<file path="config.mk">
export PLATFORM = sky130hd
export DESIGN_NAME = narrow_rd_port
export DESIGN_NICKNAME = d
export VERILOG_FILES = /design/src/rtl/narrow_rd_pkg.sv /design/src/rtl/nr_cfg_latch.sv /design/src/rtl/nr_slice_pick.sv /design/src/rtl/nr_unpack_seq.sv /design/src/rtl/narrow_rd_port.sv
export SDC_FILE = /design/constraint.sdc
export NUM_CORES = 1
export LEC_CHECK = 0
export BUFFER_PORTS_ARGS = -buffer_cell sky130_fd_sc_hd__buf_2
export CORE_MARGIN = 5
export CORE_UTILIZATION = 30
export DETAILED_ROUTE_END_ITERATION = 8
export GPL_ROUTABILITY_DRIVEN = 0
export GPL_TIMING_DRIVEN = 0
export HOLD_SLACK_MARGIN = 0.06
export SLEW_MARGIN = 20
export SYNTH_ARGS = -nofsm -noshare
export SYNTH_HDL_FRONTEND = slang
export SYNTH_HIERARCHICAL = 1
export SYNTH_SLANG_ARGS = --single-unit
</file>
<file path="constraint.sdc">
create_clock -name clk_i -period 1.55 [get_ports clk_i]
set_clock_uncertainty 0.15 [all_clocks]
set_input_delay 0.155 -clock clk_i [delete_from_list [all_inputs] [get_ports clk_i]]
set_output_delay 0.155 -clock clk_i [all_outputs]
set_load 0.02 [all_outputs]
</file>
<file path="src/rtl/narrow_rd_pkg.sv">
package narrow_rd_pkg;
  parameter int unsigned DEF_WIDE_W   = 36;
  parameter int unsigned DEF_NARROW_W = 18;
  parameter int unsigned DEF_BYTE_W   = 9;

  typedef struct packed {
    logic byte_mode;
    logic big_end;
  } rd_cfg_t;
endpackage

</file>
<file path="src/rtl/nr_cfg_latch.sv">
module nr_cfg_latch
  import narrow_rd_pkg::*;
(
  input  logic    clk_i,
  input  logic    rst_ni,
  input  logic    size_byte_i,
  input  logic    big_end_i,
  output rd_cfg_t cfg_o
);
  logic arm_q;

  // armed during reset and for the first edge after release
  always_ff @(posedge clk_i or negedge rst_ni) begin
    if (!rst_ni) arm_q <= 1'b1;
    else         arm_q <= 1'b0;
  end

  always_ff @(posedge clk_i) begin
    if (arm_q) cfg_o <= '{byte_mode: size_byte_i, big_end: big_end_i};
  end
endmodule

</file>
<file path="src/rtl/nr_slice_pick.sv">
module nr_slice_pick
  import narrow_rd_pkg::*;
#(
  parameter  int unsigned WIDE_W   = DEF_WIDE_W,
  parameter  int unsigned NARROW_W = DEF_NARROW_W,
  parameter  int unsigned BYTE_W   = DEF_BYTE_W,
  localparam int unsigned WORDS    = WIDE_W / NARROW_W,
  localparam int unsigned LANES    = WIDE_W / BYTE_W,
  localparam int unsigned IDX_W    = $clog2(LANES),
  localparam int unsigned WSEL_W   = $clog2(WORDS)
) (
  input  logic [WIDE_W-1:0]   word_i,
  input  rd_cfg_t             cfg_i,
  input  logic [IDX_W-1:0]    idx_i,
  output logic [NARROW_W-1:0] slice_o
);
  logic [NARROW_W-1:0] word_sl [WORDS];
  logic [NARROW_W-1:0] byte_sl [LANES];

  for (genvar w = 0; w < WORDS; w++) begin : g_word
    assign word_sl[w] = word_i[w*NARROW_W +: NARROW_W];
  end

  for (genvar b = 0; b < LANES; b++) begin : g_byte
    assign byte_sl[b] = {{(NARROW_W-BYTE_W){1'b0}}, word_i[b*BYTE_W +: BYTE_W]};
  end

  logic [IDX_W-1:0]  lane_sel;
  logic [WSEL_W-1:0] word_sel;

  always_comb begin
    lane_sel = cfg_i.big_end ? IDX_W'(LANES-1) - idx_i : idx_i;
    word_sel = cfg_i.big_end ? WSEL_W'(WORDS-1) - idx_i[WSEL_W-1:0] : idx_i[WSEL_W-1:0];
    slice_o  = cfg_i.byte_mode ? byte_sl[lane_sel] : word_sl[word_sel];
  end
endmodule

</file>
<file path="src/rtl/nr_unpack_seq.sv">
module nr_unpack_seq
  import narrow_rd_pkg::*;
#(
  parameter  int unsigned WIDE_W   = DEF_WIDE_W,
  parameter  int unsigned NARROW_W = DEF_NARROW_W,
  parameter  int unsigned BYTE_W   = DEF_BYTE_W,
  localparam int unsigned WORDS    = WIDE_W / NARROW_W,
  localparam int unsigned LANES    = WIDE_W / BYTE_W,
  localparam int unsigned IDX_W    = $clog2(LANES)
) (
  input  logic                clk_i,
  input  logic                rst_ni,
  input  logic                prst_ni,
  input  logic                rd_en_i,
  input  logic                cs_ni,
  input  rd_cfg_t             cfg_i,
  input  logic                fifo_valid_i,
  input  logic [WIDE_W-1:0]   fifo_data_i,
  input  logic [NARROW_W-1:0] slice_i,
  output logic                fifo_pop_o,
  output logic [WIDE_W-1:0]   word_o,
  output logic [IDX_W-1:0]    idx_o,
  output logic                loaded_o,
  output logic [NARROW_W-1:0] out_o
);
  logic read_ok, last_sl;

  assign read_ok    = rd_en_i & ~cs_ni & loaded_o;
  assign last_sl    = idx_o == (cfg_i.byte_mode ? IDX_W'(LANES-1) : IDX_W'(WORDS-1));
  assign fifo_pop_o = fifo_valid_i & prst_ni & (~loaded_o | (read_ok & last_sl));

  always_ff @(posedge clk_i or negedge rst_ni) begin
    if (!rst_ni) begin
      word_o   <= '0;
      idx_o    <= '0;
      loaded_o <= 1'b0;
      out_o    <= '0;
    end else if (!prst_ni) begin
      word_o   <= '0;
      idx_o    <= '0;
      loaded_o <= 1'b0;
      out_o    <= '0;
    end else begin
      if (read_ok) begin
        out_o <= slice_i;
        idx_o <= last_sl ? '0 : idx_o + 1'b1;
        if (last_sl) loaded_o <= 1'b0;
      end
      // refill overrides the drain of the last piece
      if (fifo_pop_o) begin
        word_o   <= fifo_data_i;
        idx_o    <= '0;
        loaded_o <= 1'b1;
      end
    end
  end
endmodule

</file>
<file path="src/rtl/narrow_rd_port.sv">
module narrow_rd_port
  import narrow_rd_pkg::*;
#(
  parameter  int unsigned WIDE_W   = DEF_WIDE_W,
  parameter  int unsigned NARROW_W = DEF_NARROW_W,
  parameter  int unsigned BYTE_W   = DEF_BYTE_W,
  localparam int unsigned LANES    = WIDE_W / BYTE_W,
  localparam int unsigned IDX_W    = $clog2(LANES)
) (
  input  logic                clk_i,
  input  logic                rst_ni,
  input  logic                prst_ni,
  input  logic                size_byte_i,
  input  logic                big_end_i,
  input  logic                fifo_valid_i,
  input  logic [WIDE_W-1:0]   fifo_data_i,
  output logic                fifo_pop_o,
  input  logic                rd_en_i,
  input  logic                cs_ni,
  output logic [NARROW_W-1:0] data_o,
  output logic                data_oe_o,
  output logic                empty_o
);
  rd_cfg_t             cfg;
  logic [WIDE_W-1:0]   word_q;
  logic [IDX_W-1:0]    idx_q;
  logic                loaded_q;
  logic [NARROW_W-1:0] slice;
  logic [NARROW_W-1:0] out_q;

  nr_cfg_latch u_cfg (
    .clk_i       (clk_i),
    .rst_ni      (rst_ni),
    .size_byte_i (size_byte_i),
    .big_end_i   (big_end_i),
    .cfg_o       (cfg)
  );

  nr_slice_pick #(.WIDE_W(WIDE_W), .NARROW_W(NARROW_W), .BYTE_W(BYTE_W)) u_pick (
    .word_i  (word_q),
    .cfg_i   (cfg),
    .idx_i   (idx_q),
    .slice_o (slice)
  );

  nr_unpack_seq #(.WIDE_W(WIDE_W), .NARROW_W(NARROW_W), .BYTE_W(BYTE_W)) u_seq (
    .clk_i        (clk_i),
    .rst_ni       (rst_ni),
    .prst_ni      (prst_ni),
    .rd_en_i      (rd_en_i),
    .cs_ni        (cs_ni),
    .cfg_i        (cfg),
    .fifo_valid_i (fifo_valid_i),
    .fifo_data_i  (fifo_data_i),
    .slice_i      (slice),
    .fifo_pop_o   (fifo_pop_o),
    .word_o       (word_q),
    .idx_o        (idx_q),
    .loaded_o     (loaded_q),
    .out_o        (out_q)
  );

  assign data_o    = cs_ni ? '0 : out_q;
  assign data_oe_o = ~cs_ni;
  assign empty_o   = ~loaded_q;
endmodule

</file>
==> metrics.txt <==
outcome complete, but fails checks; violated checks negative setup slack; row count 40; ys flop type dfrtp_1; drt pass-1 iters 4; die footprint 14,300 sq um; Vert. Die Dim 120 microns; sequential area share after synthesis 0.419; Hold Vio Cnt, Final 0; placed cells 597; Syn Area/Cell 9.35 sq um; Worst R2R Setup Slack -0.38 ns; Tot GR Track Use 0.154; startpoint types flop; Netlist cell types 45; Tcrit/Tclk final 1.25; initial cell density of the core 0.303; dpl hpwl 7540 microns; max cap viols 0; Port Buf Inserts 64; met3 usage in global routing 0.0306; Max Transition Viols Final 0; Die Wd 120 microns; number of synthesized flops with an enable pin 2; unrepaired setup endpoints after global routing yes; H-tree depth 3; Worst-Skew Late Latency 0.33 ns; Reg clk slew, reported paths 0.05 ns; syn nets 430; Ports 65; fraction of registers with async set/reset 0.967; Mapped Cells 386; crit path DAT 1.99 ns; global route overflow 0; Clock Tree Root clkbuf_16; hold endpoint u_seq/out_o[0]; final wirelength 11,100 microns; hold path depth 3; Final ANT Viol Nets 0; Slew HR 0.501; Num CTS Buffers 9; global routing usage on met1 0.191; initial antenna violation count 0; yosys warns 6; WL/cell 16.3 microns; FF+latch count, synth 60; Ant. Diodes 0; Crit. End Element flop; sequential group share of total power 0.397; internal power 0.00325 W; largest net degree at the start of global routing 59; Vias/cell 4.87; Core Area 11,900 sq um; worst reg-to-reg path cell count 9; Worst Tran Pin Value 0.749 ns; vias in the first global route 3,522; CP required 1.61 ns; setup ws final -0.384 ns; M2 GR Usage 0.260; pwr dens 811 nW/um^2; via count 3,314; CTS tree done; proportion of layout cells with a drive suffix above 1 0.348; area grow syn2layout 50.3%; sw power 0.00114 W; critical path type reg2reg; crit path time final 1.93 ns; VDD IR max 440 uV; setup TNS -14.51 ns; Post-Layout Cell Count 681; DRC 0; Hold Slack 0.229 ns; clock power share 0.412; sw frac 0.260; maximum operating frequency 517 MHz; detailed router's first-iteration violation count 203; synthesized cell area 3610 sq um; Nets 573; worst hold path startpoint prst_ni; Worst Hold Class in2reg; first-pass GRT wire length 17,600 microns; Worst Path Max Fanout 7; combinational power share 0.191; Max clock buf depth 2; clk sink count 60; leak pwr 2.58 nW; final setup fails 56; reg2reg start u_seq/idx_o[0]; GR peak layer met2; Critical R2R Capture u_seq/out_o[2]
cell usage after synthesis, drive strengths merged, types with 2 or more instances:
master | instances | area [sq um]
a21boi | 19 | 143
a21oi | 11 | 62.6
a22o | 2 | 17.5
and2b | 9 | 67.6
and3b | 3 | 26.3
buf | 15 | 163
clkbuf | 12 | 45.0
dfrtp | 57 | 1430
edfxtp | 2 | 60.1
inv | 2 | 7.51
mux2 | 10 | 113
mux2i | 50 | 500
nand2 | 130 | 488
nand2b | 2 | 15.0
nor2 | 5 | 21.3
nor2b | 13 | 81.3
o211ai | 2 | 15.0
o21ai | 5 | 25.0
o221ai | 3 | 26.3
o22ai | 15 | 93.8
o32ai | 3 | 26.3
xnor2 | 3 | 45.1
metal layers:
layer,wire length [microns],vias to the layer above
met3,535,18
met1,4870,1601
met2,5440,90
met5,0,-
li1,-,1605
met4,267,0
worst max path at each step:
stage / from / endpoint / slack [ns]
3_3_place_gp: u_seq/idx_o[0] / u_seq/out_o[2] / -0.46
2_1_floorplan: u_seq/idx_o[0] / u_seq/out_o[2] / -0.12
3_5_place_dp: u_seq/idx_o[0] / u_seq/out_o[1] / -0.49
6_report: u_seq/idx_o[0] / u_seq/out_o[2] / -0.38
4_1_cts: u_seq/idx_o[0] / u_seq/out_o[2] / -0.31
5_1_grt: u_cfg/cfg_o[0] / u_seq/out_o[0] / -0.43
critical path, stage by stage (launching register included):
cell and delay (ns):
dfrtp_1 0.42, buf_6 0.16, buf_6 0.13, xnor2_4 0.19, buf_12 0.15, buf_8 0.12, mux2i_2 0.23, o32ai_2 0.13
nand2_1 0.08, a21boi_1 0.05
repair_timing:
action | CTS | global route
buffers inserted | 24 | 8
cloned | 3 | 0
pin swaps | 17 | 33
hold endpoints to repair | 97 | 0
setup endpoints to repair | 56 | 56
gates resized for setup | 56 | 44
hold buffers | 41 | 0
flip-flops by register name, indices dropped and copies added (netlist names):
name / count
u_cfg/arm_q: 1
u_cfg/cfg_o: 2
u_seq/idx_o: 2
u_seq/loaded_o: 1
u_seq/out_o: 18
u_seq/word_o: 36
cells in the final DEF, fill, tap and decap left out, drive strengths merged:
cell type    synthesis  final
o21a                 1      1
a31oi                1      1
inv                  2      2
xnor2                3      3
and2b                9      9
and3b                3      3
o221ai               3      3
nand2              130    130
a2bb2oi              1      1
or2                  1      1
nor3b                1      1
dfstp                1      1
o32ai                3      3
dfrtp               57     57
nand4bb              1      1
xor2                 1      1
mux2                10     10
mux2i               50     50
clkbuf              12     27
conb                 1      1
nor2                 5      5
clkinv               0      2
a22o                 2      2
edfxtp               2      2
a21oi               11     11
o211ai               2      2
dlygate4sd3          0     41
nand2b               2      2
o2111ai              1      1
o21ai                5      5
nor2b               13     13
buf                 15    105
and3                 1      1
nand3b               1      1
a21boi              19     19
o22ai               15     15
nand3                1      1
area by class of cell:
type | instances | area (sq um)
plain buffers | 23 | 181
inverters | 2 | 7.51
multi-input cells | 297 | 2160
fillers | 1126 | 6490
well taps | 147 | 184
repair buffers | 136 | 1100
clock inverters | 2 | 10.0
clock buffers | 14 | 264
flip-flops and latches | 60 | 1510
cells by family (layout without fill, tap and decap cells):
kind of cell | after synthesis | count (layout) | synth area share
DFF | 60 | 60 | 0.419
and+or+nand+nor | 168 | 168 | 0.206
other | 1 | 1 | 0.00104
buffers and inverters | 29 | 177 | 0.0597
muxes | 60 | 60 | 0.170
xor gates and xnor gates | 4 | 4 | 0.0201
AOI/OAI and AO/OA | 64 | 64 | 0.124
power by group through the flow:
stage | Clock (W) | Combinational [W] | Sequential (W)
after floorplan | 0 | 0.000389 | 0.00172
after global placement | 0 | 0.000560 | 0.00175
after detailed placement | 0 | 0.000576 | 0.00175
after CTS | 0.00184 | 0.000810 | 0.00173
after global routing | 0.00191 | 0.000911 | 0.00175
final | 0.00181 | 0.000839 | 0.00175
through the flow:
| stage | utilization | power [W] | cell area, sq um | worst slack, ns |
|---|---|---|---|---|
| floorplan | - | 0.00211 | 3620 | -0.123 |
| global placement | 0.346 | 0.00231 | 4120 | -0.463 |
| detailed placement | 0.346 | 0.00233 | 4130 | -0.487 |
| CTS | 0.444 | 0.00438 | 5290 | -0.310 |
| global route | 0.455 | 0.00457 | 5420 | -0.433 |
| finish | 0.455 | 0.00440 | 5420 | -0.384 |
Note: power is estimated with default switching activity, not from simulation.
